===== config.mk =====
export PLATFORM = sky130hd
export DESIGN_NAME = cal_core
export DESIGN_NICKNAME = d
export VERILOG_FILES = /design/src/rtl/cal_pkg.sv /design/src/rtl/cal_leap.sv /design/src/rtl/cal_ctrl.sv /design/src/rtl/cal_datapath.sv /design/src/rtl/cal_core.sv
export SDC_FILE = /design/constraint.sdc
export NUM_CORES = 1
export LEC_CHECK = 0
export BUFFER_PORTS_ARGS = -buffer_cell sky130_fd_sc_hd__buf_4
export CAP_MARGIN = 10
export CORE_ASPECT_RATIO = 1.75
export CORE_MARGIN = 8
export CORE_UTILIZATION = 54
export CTS_BUF_LIST = sky130_fd_sc_hd__clkbuf_2 sky130_fd_sc_hd__clkbuf_4 sky130_fd_sc_hd__clkbuf_8
export DETAILED_ROUTE_END_ITERATION = 7
export PLACE_DENSITY = 0.78
export SETUP_SLACK_MARGIN = 0.5
export SLEW_MARGIN = 0
export SYNTH_ARGS = -nofsm -noshare
export SYNTH_HDL_FRONTEND = slang
export SYNTH_SLANG_ARGS = --single-unit

===== constraint.sdc =====
create_clock -name clk -period 4.3 [get_ports clk]
set_clock_uncertainty 0.1 [all_clocks]
set_input_delay 0.43 -clock clk [delete_from_list [all_inputs] [get_ports clk]]
set_output_delay 0.43 -clock clk [all_outputs]
set_load 0.01 [all_outputs]

===== src/rtl/cal_pkg.sv =====
package cal_pkg;
  localparam int NF    = 7;            // number of settable fields
  localparam int FW    = 3;            // field code width
  localparam int NTIME = 3;            // sec, min, hour

  localparam int F_SEC  = 0;
  localparam int F_MIN  = 1;
  localparam int F_HOUR = 2;
  localparam int F_DAY  = 3;
  localparam int F_MON  = 4;
  localparam int F_YEAR = 5;
  localparam int F_WDAY = 6;

  typedef struct packed {
    logic [NF-1:0] bump;  // step with in-field wrap
    logic [NF-1:0] load;  // load request (legality checked in datapath)
  } calStrobe_t;

  function automatic logic bcdOk8(input logic [7:0] v);
    return (v[7:4] <= 4'd9) && (v[3:0] <= 4'd9);
  endfunction

  function automatic logic [7:0] bcdStep(input logic [7:0] v,
                                         input logic [7:0] lo,
                                         input logic [7:0] hi);
    logic [3:0] tensUp;
    tensUp = v[7:4] + 4'd1;
    if (v >= hi)             return lo;
    else if (v[3:0] >= 4'd9) return {tensUp, 4'd0};
    else                     return v + 8'd1;
  endfunction

  // two-digit BCD value divisible by 4
  function automatic logic bcdDiv4(input logic [7:0] v);
    if (v[4]) return (v[3:0] == 4'd2) || (v[3:0] == 4'd6);
    else      return (v[3:0] == 4'd0) || (v[3:0] == 4'd4) || (v[3:0] == 4'd8);
  endfunction

  function automatic logic [7:0] monLen(input logic [7:0] mon, input logic leap);
    case (mon)
      8'h02:                      return leap ? 8'h29 : 8'h28;
      8'h04, 8'h06, 8'h09, 8'h11: return 8'h30;
      default:                    return 8'h31;
    endcase
  endfunction
endpackage


===== src/rtl/cal_leap.sv =====
module cal_leap (
  input  logic [15:0] yearBcd,
  output logic        leapYear
);
  import cal_pkg::*;
  logic lowZero;
  assign lowZero  = (yearBcd[7:0] == 8'h00);
  // century years look at the upper pair (400 rule), others at the lower pair
  assign leapYear = lowZero ? bcdDiv4(yearBcd[15:8]) : bcdDiv4(yearBcd[7:0]);
endmodule


===== src/rtl/cal_ctrl.sv =====
module cal_ctrl
  import cal_pkg::*;
(
  input  logic                 tick,
  input  logic                 setLoad,
  input  logic                 setInc,
  input  logic [FW-1:0]        setField,
  input  logic [NTIME-1:0]     timeWrap,
  input  logic                 dayWrap,
  input  logic                 monWrap,
  output calStrobe_t           strobe
);
  logic          manual;
  logic [NF-1:0] sel;
  logic [NF-1:0] chain;

  assign manual = setLoad | setInc;

  always_comb begin
    sel = '0;
    if (int'(setField) < NF) sel[setField] = 1'b1;
  end

  always_comb begin
    chain          = '0;
    chain[F_SEC]   = 1'b1;
    chain[F_MIN]   = timeWrap[F_SEC];
    chain[F_HOUR]  = chain[F_MIN]  & timeWrap[F_MIN];
    chain[F_DAY]   = chain[F_HOUR] & timeWrap[F_HOUR];
    chain[F_WDAY]  = chain[F_DAY];
    chain[F_MON]   = chain[F_DAY]  & dayWrap;
    chain[F_YEAR]  = chain[F_MON]  & monWrap;
  end

  always_comb begin
    strobe.load = setLoad ? sel : '0;
    if (manual)    strobe.bump = setLoad ? '0 : sel;
    else if (tick) strobe.bump = chain;
    else           strobe.bump = '0;
  end
endmodule


===== src/rtl/cal_datapath.sv =====
module cal_datapath
  import cal_pkg::*;
#(
  parameter logic [15:0] RST_YEAR = 16'h2000,
  parameter logic [3:0]  RST_WDAY = 4'd6
) (
  input  logic             clk,
  input  logic             rst,
  input  calStrobe_t       strobe,
  input  logic [15:0]      setValue,
  input  logic             leapYear,
  output logic [7:0]       secBcd,
  output logic [7:0]       minBcd,
  output logic [7:0]       hourBcd,
  output logic [7:0]       dayBcd,
  output logic [7:0]       monthBcd,
  output logic [15:0]      yearBcd,
  output logic [3:0]       weekday,
  output logic [NTIME-1:0] timeWrap,
  output logic             dayWrap,
  output logic             monWrap
);
  logic [7:0]  tReg [NTIME];
  logic [7:0]  dayR, monR;
  logic [15:0] yearR;
  logic [3:0]  wdayR;
  logic [7:0]  mLen;
  logic [7:0]  v8;

  assign v8   = setValue[7:0];
  assign mLen = monLen(monR, leapYear);

  for (genvar g = 0; g < NTIME; g++) begin : g_time
    localparam logic [7:0] HI = (g == F_HOUR) ? 8'h23 : 8'h59;
    always_ff @(posedge clk) begin
      if (rst)                                        tReg[g] <= 8'h00;
      else if (strobe.load[g] && bcdOk8(v8) && v8 <= HI) tReg[g] <= v8;
      else if (strobe.bump[g])                        tReg[g] <= bcdStep(tReg[g], 8'h00, HI);
    end
    assign timeWrap[g] = (tReg[g] >= HI);
  end

  always_ff @(posedge clk) begin
    if (rst) dayR <= 8'h01;
    else if (strobe.load[F_DAY] && bcdOk8(v8) && v8 >= 8'h01 && v8 <= mLen)
      dayR <= v8;
    else if (strobe.bump[F_DAY]) dayR <= bcdStep(dayR, 8'h01, mLen);
    else if (dayR > mLen)        dayR <= mLen;
  end

  always_ff @(posedge clk) begin
    if (rst) monR <= 8'h01;
    else if (strobe.load[F_MON] && bcdOk8(v8) && v8 >= 8'h01 && v8 <= 8'h12)
      monR <= v8;
    else if (strobe.bump[F_MON]) monR <= bcdStep(monR, 8'h01, 8'h12);
  end

  always_ff @(posedge clk) begin
    if (rst) yearR <= RST_YEAR;
    else if (strobe.load[F_YEAR] && bcdOk8(setValue[15:8]) && bcdOk8(setValue[7:0]))
      yearR <= setValue;
    else if (strobe.bump[F_YEAR]) begin
      yearR[7:0] <= bcdStep(yearR[7:0], 8'h00, 8'h99);
      if (yearR[7:0] >= 8'h99) yearR[15:8] <= bcdStep(yearR[15:8], 8'h00, 8'h99);
    end
  end

  always_ff @(posedge clk) begin
    if (rst) wdayR <= RST_WDAY;
    else if (strobe.load[F_WDAY] && v8 >= 8'h01 && v8 <= 8'h07) wdayR <= v8[3:0];
    else if (strobe.bump[F_WDAY]) wdayR <= (wdayR >= 4'd7) ? 4'd1 : wdayR + 4'd1;
  end

  assign dayWrap  = (dayR >= mLen);
  assign monWrap  = (monR >= 8'h12);
  assign secBcd   = tReg[F_SEC];
  assign minBcd   = tReg[F_MIN];
  assign hourBcd  = tReg[F_HOUR];
  assign dayBcd   = dayR;
  assign monthBcd = monR;
  assign yearBcd  = yearR;
  assign weekday  = wdayR;
endmodule


===== src/rtl/cal_core.sv =====
module cal_core
  import cal_pkg::*;
#(
  parameter logic [15:0] RST_YEAR = 16'h2000,
  parameter logic [3:0]  RST_WDAY = 4'd6
) (
  input  logic        clk,
  input  logic        rst,
  input  logic        tick,
  input  logic        setLoad,
  input  logic        setInc,
  input  logic [2:0]  setField,
  input  logic [15:0] setValue,
  output logic [7:0]  secBcd,
  output logic [7:0]  minBcd,
  output logic [7:0]  hourBcd,
  output logic [7:0]  dayBcd,
  output logic [7:0]  monthBcd,
  output logic [15:0] yearBcd,
  output logic [3:0]  weekday,
  output logic        leapYear
);
  calStrobe_t       strobe;
  logic [NTIME-1:0] timeWrap;
  logic             dayWrap, monWrap;

  cal_ctrl u_ctrl (
    .tick(tick), .setLoad(setLoad), .setInc(setInc), .setField(setField),
    .timeWrap(timeWrap), .dayWrap(dayWrap), .monWrap(monWrap), .strobe(strobe)
  );

  cal_datapath #(.RST_YEAR(RST_YEAR), .RST_WDAY(RST_WDAY)) u_dp (
    .clk(clk), .rst(rst), .strobe(strobe), .setValue(setValue), .leapYear(leapYear),
    .secBcd(secBcd), .minBcd(minBcd), .hourBcd(hourBcd), .dayBcd(dayBcd),
    .monthBcd(monthBcd), .yearBcd(yearBcd), .weekday(weekday),
    .timeWrap(timeWrap), .dayWrap(dayWrap), .monWrap(monWrap)
  );

  cal_leap u_leap (.yearBcd(yearBcd), .leapYear(leapYear));
endmodule


* After elaboration in Yosys (flattened, before gate mapping)
Memories as Yosys holds them, arrays and structs flattened.
Cells that the tools add are included.
** Storage, ports and cells
- Bits in registers :: 36
- Memory bits (writable) :: 24
- Input port bits :: 24
- Output and inout port bits :: 61
- Logic and storage cells :: 184
- Memories kept :: 1
** Cells by class
- Add/subtract/negate cells :: 15
- Magnitude comparators :: 29
- Equal/unequal tests :: 13
- Muxes and demuxes :: 75
- Bitwise gates (word level) :: 11
- Reduce and logical (&&, ||, !) cells :: 35
** Memories
- u_dp.tReg :: depth 3, bits a word 8, rd ports 3, clocked after memory_dff 0, write ports 3, line cal_datapath.sv:23 : logic [7:0] tReg [NTIME];
** Operators by type and width (number)
- two-way mux 8 bit :: 35
- adder 8 x 1 -> 8 bit, second input constant :: 7
- two-way mux 7 bit :: 5
- adder 4 x 1 -> 4 bit, second input constant :: 8
- two-way mux 16 bit :: 2
- greater-or-equal comparator 4 bit, second input constant :: 7
- two-way mux 1 bit :: 28
- logical AND 1 bit :: 19
- equality test 4 x 3 -> 1 bit, second input constant :: 4
- equality test 8 x 3 -> 1 bit, second input constant :: 2
- greater-or-equal comparator 8 x 7 -> 1 bit, second input constant :: 2
- greater-or-equal comparator 8 bit, second input constant :: 2
- less-or-equal comparator 4 bit, second input constant :: 4
- case mux 8 bit (2 select lines) :: 1
- two-way mux 4 bit :: 3
- equality test 4 x 2 -> 1 bit, second input constant :: 2
- equality test 4 bit, second input constant :: 2
- equality test 8 x 2 -> 1 bit, second input constant :: 1
- equality test 8 x 4 -> 1 bit, second input constant :: 1
- equality test 8 x 5 -> 1 bit, second input constant :: 1
- greater-or-equal comparator 8 x 1 -> 1 bit, second input constant :: 1
- greater-or-equal comparator 8 x 5 -> 1 bit, second input constant :: 1
- greater-or-equal comparator 8 x 6 -> 1 bit, second input constant :: 1
- greater-or-equal comparator 8 bit :: 1
- 20 further kinds :: 38

* Depth between registers and ports, before layout
Gate-level depths: netlist (run 1).
- Depth in word-level cells :: 17
- Gate-level depth with buffers :: 14
- Depth with buffers taken out :: 13

* By module
A second synthesis (run 1) with hierarchy kept.
** Second synthesis, totals
- Cells, all modules :: 545
- Area, all modules :: 4601.9 um^2
** Modules (own cells, without submodules)
- cal_datapath :: instances 1, cells each 504, area an instance 4341.7 um^2, sequential area each 1441.4 um^2
- cal_ctrl :: instances 1, cells each 31, area an instance 173.9 um^2, sequential area each 0.0 um^2
- cal_leap :: instances 1, cells each 10, area an instance 86.3 um^2, sequential area each 0.0 um^2

* Worst setup path before layout (run 1)
OpenSTA, ideal clock, no wires.
- Path type :: reg-to-reg
- Start :: register u_dp.yearR[0], in the netlist u_dp.yearBcd[0]
- End :: register u_dp.yearR[9], in the netlist u_dp.yearBcd[9]
- Setup time :: 0.069 ns
- Data arrival time :: 3.503 ns
- Required time :: 4.131 ns
- Slack :: 0.628 ns
- Cell stages (with the launch flop) :: 15
- Path buffers :: 1
- Clock period less this slack :: 3.672 ns
- Cells stage by stage :: dfxtp_1 -> inv_1 -> ha_1 -> nand2b_1 -> nor4_1 -> mux2_2 -> a31o_2 -> ha_1 -> nor4b_1 -> o221ai_1 -> and4_4 -> a31oi_2 -> buf_4 -> mux2_1 -> o21ai_1
** On the way
- Word-level cells in the longest chain between the ends :: 14
- Elaborated cells on any way between the ends :: 22
- Classes of those cells :: order compare: 2; eq/ne: 4; mux: 6; bitwise: 2; reduce/logical: 8
** Ends and longest elaborated chain
- from (decl) :: line cal_datapath.sv:25 : logic [15:0] yearR;
- from (signal assigned) :: line cal_datapath.sv:61 : yearR <= setValue;
- from (signal assigned) :: line cal_datapath.sv:63 : yearR[7:0] <= bcdStep(yearR[7:0], 8'h00, 8'h99);
- equality test 4 x 3 -> 1 bit / zero test 4 bit (equally long branches) :: line cal_pkg.sv:36 : else return (v[3:0] == 4'd0) || (v[3:0] == 4'd4) || (v[3:0] == 4'd8);
- logical OR 1 bit (2 in a row) :: line cal_pkg.sv:36
- two-way mux 1 bit :: line cal_pkg.sv:35 : if (v[4]) return (v[3:0] == 4'd2) || (v[3:0] == 4'd6);
- two-way mux 1 bit (*) :: line cal_leap.sv:9 : assign leapYear = lowZero ? bcdDiv4(yearBcd[15:8]) : bcdDiv4(yearBcd[7:0]);
- via leapYear :: line cal_core.sv:21 : output logic leapYear
- two-way mux 1 bit (*) :: line cal_pkg.sv:41 : 8'h02: return leap ? 8'h29 : 8'h28;
- case mux 8 bit (2 select lines) (*) :: line cal_pkg.sv:40 : case (mon)
- greater-or-equal comparator 8 bit (*) :: line cal_datapath.sv:74 : assign dayWrap = (dayR >= mLen);
- bitwise AND 1 bit (*) :: line cal_ctrl.sv:31 : chain[F_MON] = chain[F_DAY] & dayWrap;
- bitwise AND 1 bit (*) :: line cal_ctrl.sv:32 : chain[F_YEAR] = chain[F_MON] & monWrap;
- two-way mux 7 bit (*) :: line cal_ctrl.sv:38 : else if (tick) strobe.bump = chain;
- two-way mux 7 bit (*) :: line cal_ctrl.sv:37 : if (manual) strobe.bump = setLoad ? '0 : sel;
- nonzero test 2 bit (no line) (*)
- AND reduction 2 bit (no line) (*)
The timed path passes the listed nets; every way through them passes the cells marked *.
A chain may end at the register's enable or synchronous reset.

* Worst setup path after layout (run 1)
- Start :: register u_dp.monR[1], in the netlist u_dp.monthBcd[1]
- End :: register u_dp.monR[6], in the netlist u_dp.monthBcd[6]
** On the way
- Word-level cells in the longest chain between the ends :: 8
- Elaborated cells on any way between the ends :: 19
- Classes of those cells :: add/sub: 1; order compare: 3; eq/ne: 5; mux: 7; bitwise: 1; reduce/logical: 2
** Ends and longest elaborated chain
- from (decl) :: line cal_datapath.sv:24 : logic [7:0] dayR, monR;
- from (signal assigned) :: line cal_datapath.sv:54 : monR <= v8;
- from (signal assigned) :: line cal_datapath.sv:55 : else if (strobe.bump[F_MON]) monR <= bcdStep(monR, 8'h01, 8'h12);
- equality test 8 x 3 -> 1 bit, or another cell as far along :: line cal_pkg.sv:40
- OR reduction 4 bit :: line cal_pkg.sv:40
- case mux 8 bit (2 select lines) :: line cal_pkg.sv:40
- greater-or-equal comparator 8 bit :: line cal_datapath.sv:74
- bitwise AND 1 bit :: line cal_ctrl.sv:31
- two-way mux 7 bit :: line cal_ctrl.sv:38
- two-way mux 7 bit :: line cal_ctrl.sv:37
- nonzero test 2 bit (no line)
Parallel ways exist; a longest one is shown, timed or not. The select of a mux whose other input is x is not followed.

==> results by group, run 1 <==
Outcome
  • Run status: finished, final reports clean

Power and ir drop
  • Sequential share of power: 0.457
  • Switching pwr: 0.403 mW
  • Clock power share: 0.365
  • P_leak: 2.32 nW
  • Combinational share of power: 0.178
  • Switching Share: 0.283
  • Max IR drop VDD: 177 µV
  • P per Cell Area: 245 nW/µm²
  • Int Power: 1.02 mW

Finish
  • Commonest cells after routing, fill and taps aside: buf_4, nand2_1, ha_1, nor2_1, dfxtp_1
  • Commonest non-fill, non-tap cell in the layout: buf_4
  • Layout cell share with drive strength beyond 1: 0.233
  • Layout area overhead: 23.5%
  • Fin nets: 715
  • Antenna diode count: 0

GRT
  • Total GRT Usage: 0.239
  • Remaining global-route overflow: 0
  • Number of global-route vias before repair: 4870
  • Largest net degree at the start of global routing: 36
  • Antenna violations before repair: 0
  • Global-route wire length before repair: 23.1 mm

STA
  • Final setup viols: 0
  • Slew Limit Fails: 0
  • RSZ-0062 raised after global routing: no
  • Fin crit period: 3.67 ns
  • Final hold violations: 0
  • Worst Slack Setup Final: 0.632 ns
  • Achievable frequency: 273 MHz
  • Worst-Margin Slew: 1.14 ns
  • Setup TNS Final: 0 ns
  • Slew HR: 0.230
  • Tcrit/Tclk final: 0.853

Drt
  • Wire length per cell: 18.9 µm
  • Initial DRC Count: 390
  • Routed wire length: 14.5 mm
  • Vias: 4809
  • Via-per-instance ratio: 6.29
  • Final ANT Viol Nets: 0
  • DRC Markers: 0
  • Pre-antenna DRT Iters: 5

Critical path
  • Worst r2r path cells: 14
  • Critical path arrival: 3.86 ns
  • RR Startpoint: u_dp.monthBcd[1]$_SDFFE_PP0P_
  • WP data required: 4.49 ns
  • Reg2reg end: u_dp.monthBcd[6]$_SDFFE_PP0P_
  • Setup CP Type: reg2reg
  • Kind of start point of the critical path: flop
  • Largest fanout on the critical path: 11
  • FF-to-FF setup slack: 0.63 ns
  • Crit. End Element: flop

Die
  • FP Rows: 45
  • Starting Density: 0.550
  • Die Width: 86.5 µm
  • Core box area: 8560 µm²
  • Die height: 139 µm
  • I/O pins: 85
  • Die ar.: 12100 µm²

Hold path
  • WHS Endpoint: u_dp.yearBcd[8]$_SDFFE_PP0P_
  • HP Class: in2reg
  • Hold Path Origin: setValue[8]
  • Hold Path Depth: 3

Clocking
  • Clock Path Buffers: 2
  • CTS tree: built
  • H-Tree Depth: 3
  • Root Driver: clkbuf_8
  • CTS sink cnt: 60
  • Clock Latency Late Sink: 0.36 ns
  • Total CTS buffers: 9
  • Worst-path clk slew: 0.07 ns

Logic synthesis
  • Area contributors post-synth: dfxtp_1, edfxtp_1, ha_1, nand2_1, a21oi_1
  • Yosys top cell by area: dfxtp_1
  • Register area share after synthesis: 0.306
  • Mean Syn Cell Area: 8.50 µm²
  • Post-Synthesis Cells: 553
  • EDFF count, synth: 24
  • Top FF cell, synth: dfxtp_1
  • Post-synth cell types: 82
  • Post-synthesis instance area: 4700 µm²
  • Async S/R FF share, synth: 0
  • Flops & latches, synth: 60
  • Synth top area share: 0.153
  • Synth warn: 0

Place
  • IO Port Bufs: 84
  • DP Wirelength: 10.7 mm
  • Place WS: 0.292 ns
  • Placer congestion estimate: 0.953

Flow run
  • Maxcap violations: 0
-- critical path: stages, from the launching register on --
cell	delay, ns
dfxtp_1	0.47
ha_1	0.25
nor4bb_4	0.31
buf_4	0.16
nand2_1	0.16
a21oi_2	0.24
ha_1	0.21
nand3_2	0.15
o221ai_4	0.23
and4_4	0.31
nor3_4	0.06
buf_4	0.20
buf_4	0.14
or4b_1	0.47
a21oi_1	0.13
-- Yosys cell counts (7+ instances only) --
cell type	n
nor2_1	35
nor2b_1	7
a21oi_1	32
and3_1	10
nand3_1	24
inv_1	36
a211oi_1	11
edfxtp_1	24
o21ai_1	7
ha_1	48
o31ai_1	7
nand4_1	8
nor3_1	14
o21ai_0	32
nand2_1	64
clkbuf_1	12
dfxtp_1	36
nor3b_1	8
a31oi_1	8
-- through the flow --
step                utilization  power, mW  instances  hold WS [ns]  area [µm²]
floorplan                     -      0.796        557         0.408        4720
global placement          0.636      0.892        743         0.406        5440
detailed placement        0.636      0.900        743         0.417        5440
CTS                       0.665       1.42        761         0.178        5690
global route              0.679       1.48        765         0.184        5810
finish                    0.679       1.43        765         0.186        5810
-- logic make-up after synthesis --
family	after synthesis	synth area share
and+or+nand+nor	216	0.249
AOI/OAI and AO/OA	152	0.229
DFF	60	0.306
buffers and inverters	57	0.0492
adders and majority gates	48	0.128
xor gates and xnor gates	11	0.0205
muxes	8	0.0176
other	1	0.000797
-- layer usage --
layer	track usage	routed length, µm
met1	0.237	5200
met2	0.427	7620
met3	0.0596	949
met4	0.147	719
met5	0	0
-- area by class of cell --
type                       instances  area, µm²
multi-input combinational        440       3160
fill                             747       2750
sequential                        60       1440
timing repair buffer              96        733
clock buffer                      14        161
tap                              117        146
inverter                          36        135
clock inverter                     2       35.0
-- worst max-delay path by stage --
| stage | to | startpoint | cells after the start | slack, ns |
|---|---|---|---|---|
| after detailed placement | u_dp.yearBcd[15]$_SDFFE_PP0P_ | u_dp.yearBcd[0]$_SDFFE_PP0P_ | 14 | 0.29 |
| after floorplan | u_dp.yearBcd[9]$_SDFFE_PP0P_ | u_dp.yearBcd[0]$_SDFFE_PP0P_ | 14 | 0.63 |
| after global placement | u_dp.yearBcd[15]$_SDFFE_PP0P_ | u_dp.yearBcd[0]$_SDFFE_PP0P_ | 14 | 0.43 |
| final | u_dp.monthBcd[6]$_SDFFE_PP0P_ | u_dp.monthBcd[1]$_SDFFE_PP0P_ | 14 | 0.63 |
| after CTS | u_dp.yearBcd[15]$_SDFFE_PP0P_ | u_dp.yearBcd[0]$_SDFFE_PP0P_ | 14 | 0.50 |
| after global routing | u_dp.dayBcd[0]$_SDFFE_PP1P_ | u_dp.monthBcd[1]$_SDFFE_PP0P_ | 12 | 0.37 |
-- power by group through the flow --
| stage | Clock (mW) | Combinational (mW) | Sequential [mW] |
|---|---|---|---|
| after floorplan | 0 | 0.132 | 0.664 |
| after global placement | 0 | 0.232 | 0.660 |
| after detailed placement | 0 | 0.238 | 0.662 |
| after CTS | 0.527 | 0.242 | 0.650 |
| after global routing | 0.550 | 0.276 | 0.655 |
| final | 0.521 | 0.253 | 0.652 |
-- what timing repair did --
action / 4_1_cts / 5_1_grt
endpoints found under the hold margin: 0 / 0
setup buffers: 2 / 4
endpoints found under the setup margin: 21 / 29
hold buffers: 0 / 0
gates resized for setup: 4 / 16
pin swaps: 2 / 6
-- state kept, by name (all words and copies together), names as in the netlist --
name	cells
u_dp.monthBcd	8
u_dp.dayBcd	8
u_dp.tReg	24
u_dp.weekday	4
u_dp.yearBcd	16
No activity file was read; power rests on OpenSTA's default activity.
==> inputs of run 2 (changes only) <==
==> constraint.sdc (replaced) <==
create_clock -name clk -period 3.8 [get_ports clk]
set_clock_uncertainty 0.1 [all_clocks]
set_input_delay 0.38 -clock clk [delete_from_list [all_inputs] [get_ports clk]]
set_output_delay 0.38 -clock clk [all_outputs]
set_load 0.01 [all_outputs]
==> results by group, run 2 (synthesis gave the netlist of run 1 again) <==
Clocking
  • # hold bufs at CTS: 0 (unchanged)
  • Root Driver: clkbuf_8
  • Total CTS buffers: 9 (unchanged)
  • CTS sink cnt: 60 (unchanged)
  • Clock Path Buffers: 2 (unchanged)
  • CTS tree: built
  • Clock Latency Late Sink: 0.35 ns (about the same)
  • Worst-path clk slew: 0.07 ns (about the same)
  • H-Tree Depth: 3 (unchanged)

Flow run
  • Maxcap violations: 0 (unchanged)

Hold path
  • WHS Endpoint: u_dp.yearBcd[12]$_SDFFE_PP0P_
  • Hold Path Origin: setValue[12]
  • HP Class: in2reg
  • Hold Path Depth: 3 (unchanged)

Critical path
  • FF-to-FF setup slack: 0.32 ns (-0.31 ns)
  • RR Startpoint: u_dp.yearBcd[1]$_SDFFE_PP0P_
  • Crit. End Element: flop
  • Worst r2r path cells: 15 (+1)
  • CP cell instances: inv_2 -> ha_4 -> nand2b_4 -> nor4_4 -> mux2_4 -> a31o_4 -> ha_4 -> nor4b_4 -> o221ai_4 -> and4_4 -> buf_6 -> nor3_4 -> buf_6 -> nor2_2 -> a221oi_2
  • Largest delay contributor family on the critical path: simple AND/OR/NAND/NOR gates
  • WP data required: 3.97 ns (-0.52 ns)
  • Critical path arrival: 3.64 ns (-0.22 ns)
  • Largest fanout on the critical path: 6 (-5)
  • Worst path max stage delay: 0.34 ns (-0.13 ns)
  • Kind of start point of the critical path: flop
  • Reg2reg end: u_dp.monthBcd[3]$_SDFFE_PP0P_
  • Setup CP Type: reg2reg
  • CP max-delay cell: dfxtp_2
  • CP Buf/Inv Count: 3 (unchanged)

STA
  • Slew Limit Fails: 0 (unchanged)
  • Final hold violations: 0 (unchanged)
  • Setup TNS Final: 0 ns (unchanged)
  • Worst Slack Setup Final: 0.320 ns (-0.311 ns)
  • Slew HR: 0.359 (+0.129)
  • Achievable frequency: 287 MHz (+5.4%)
  • Tcrit/Tclk final: 0.916 (+0.0626)
  • Worst-Margin Slew: 0.955 ns (-0.188 ns)
  • Fin crit period: 3.48 ns (-0.189 ns)
  • RSZ-0062 raised after global routing: yes
  • Final setup viols: 0 (unchanged)

Place
  • IO Port Bufs: 84 (unchanged)
  • Placer congestion estimate: 0.911 (-4.4%)
  • Post-placement cell count: 742 (-0.13%)
  • DP Wirelength: 10.6 mm (-0.29%)
  • Place WS: 0.0874 ns (-0.205 ns)

Finish
  • Commonest cells after routing, fill and taps aside: buf_4, nand2_1, ha_1, nor2_1, o21ai_0
  • Post-route insts no fill: 786 (+2.7%)
  • Layout area overhead: 33.7%
  • Commonest non-fill, non-tap cell in the layout: buf_4
  • Antenna diode count: 0 (unchanged)
  • Fin nets: 736 (+2.9%)
  • Fill cell count: 649 (-13%)
  • Layout cell share with drive strength beyond 1: 0.306 (+0.0734)
  • Largest reg by FF count: u_dp.tReg
  • Number of flip-flops in the largest register: 24 (unchanged)

GRT
  • Global-route wire length before repair: 24.2 mm (+4.4%)
  • Antenna violations before repair: 0 (unchanged)
  • Number of global-route vias before repair: 4934 (+1.3%)
  • Remaining global-route overflow: 0 (unchanged)
  • Largest net degree at the start of global routing: 36 (unchanged)
  • Total GRT Usage: 0.251 (+0.0122)

Die
  • Die height: 139 µm (unchanged)
  • FP Rows: 45 (unchanged)
  • Die ar.: 12100 µm² (unchanged)
  • Core box area: 8560 µm² (unchanged)
  • Starting Density: 0.550 (unchanged)
  • Die Width: 86.5 µm (unchanged)
  • I/O pins: 85 (unchanged)

Drt
  • Initial DRC Count: 431 (+11%)
  • Wire length per cell: 19.7 µm (+4.0%)
  • Final ANT Viol Nets: 0 (unchanged)
  • Vias: 5034 (+4.7%)
  • Routed wire length: 15.5 mm (+6.8%)
  • DRC Markers: 0 (unchanged)
  • Pre-antenna DRT Iters: 5 (unchanged)
  • Via-per-instance ratio: 6.40 (+1.9%)

Outcome
  • Run status: finished, final reports clean

Power and ir drop
  • P_leak: 2.50 nW (+7.5%)
  • P per Cell Area: 283 nW/µm² (+15%)
  • Total power: 1.78 mW (+25%)
  • Max IR drop VDD: 214 µV (+21%)
==> run 2: changes by cell type in the layout (fill, tap and decap cells not counted), sizes merged <==
cell	before	now
nor3	15	16
bufinv	1	3
a31oi	9	10
clkinv	1	2
buf	96	115
clkbuf	14	11
==> run 2: power by group <==
| part | total (mW) | leakage [nW] | switching, mW | internal (mW) |
|---|---|---|---|---|
| Clock | 0.727 | 0.124 | 0.269 | 0.458 |
| Sequential | 0.735 | 0.547 | 0.0403 | 0.695 |
| Combinational | 0.319 | 1.82 | 0.180 | 0.139 |
==> run 2: worst min-delay path: cells and delay by family <==
family | cells | cell delay (ns)
AO/OA/AOI/OAI | 1 | 0.07
buffers and inverters | 1 | 0.07
AND/OR/NAND/NOR | 1 | 0.04
==> run 2: cell type report <==
class / count / area (µm²) / area share
Tap cell: 117 / 146 / 0.0233
Multi-Input combinational cell: 442 / 3380 / 0.537
Timing Repair Buffer: 115 / 917 / 0.146
Inverter: 36 / 140 / 0.0223
Clock buffer: 11 / 145 / 0.0231
Clock inverter: 5 / 98.8 / 0.0157
Sequential cell: 60 / 1470 / 0.233
==> run 2: routing by layer <==
metal  global-route usage  share of wire  vias up
met5                    0              0        -
met4                0.150          0.046        0
met3               0.0708          0.073       62
met2                0.455           0.53      266
met1                0.241           0.35     2418
li1                     -              -     2288
==> run 2: how the worst max path moves through the flow <==
stage / start / depth (start not counted) / end / slack [ns]
after detailed placement: u_dp.yearBcd[0]$_SDFFE_PP0P_ / 13 / u_dp.monthBcd[0]$_SDFFE_PP1P_ / 0.09
after floorplan: u_dp.yearBcd[4]$_SDFFE_PP0P_ / 14 / u_dp.yearBcd[9]$_SDFFE_PP0P_ / 0.53
final: u_dp.yearBcd[1]$_SDFFE_PP0P_ / 15 / u_dp.monthBcd[3]$_SDFFE_PP0P_ / 0.32
after CTS: u_dp.yearBcd[0]$_SDFFE_PP0P_ / 13 / u_dp.yearBcd[11]$_SDFFE_PP0P_ / 0.45
after global placement: u_dp.monthBcd[0]$_SDFFE_PP1P_ / 13 / u_dp.monthBcd[0]$_SDFFE_PP1P_ / 0.20
after global routing: u_dp.yearBcd[1]$_SDFFE_PP0P_ / 15 / u_dp.monthBcd[3]$_SDFFE_PP0P_ / 0.25
==> run 2: what timing repair did <==
action / 4_1_cts / 5_1_grt
buffers inserted: 15 / 10
pin swaps: 13 / 12
gates cloned: 2 / 1
endpoints found under the setup margin: 30 / 29
gates resized for setup: 24 / 43
==> run 2: per-stage QoR <==
step                       util  instance area [µm²]  hold WS, ns
after floorplan               -                 4800        0.394
after global placement    0.644                 5510        0.407
after detailed placement  0.644                 5510        0.410
after CTS                 0.701                 6000        0.136
after global routing      0.735                 6290        0.151
final                     0.735                 6290        0.152
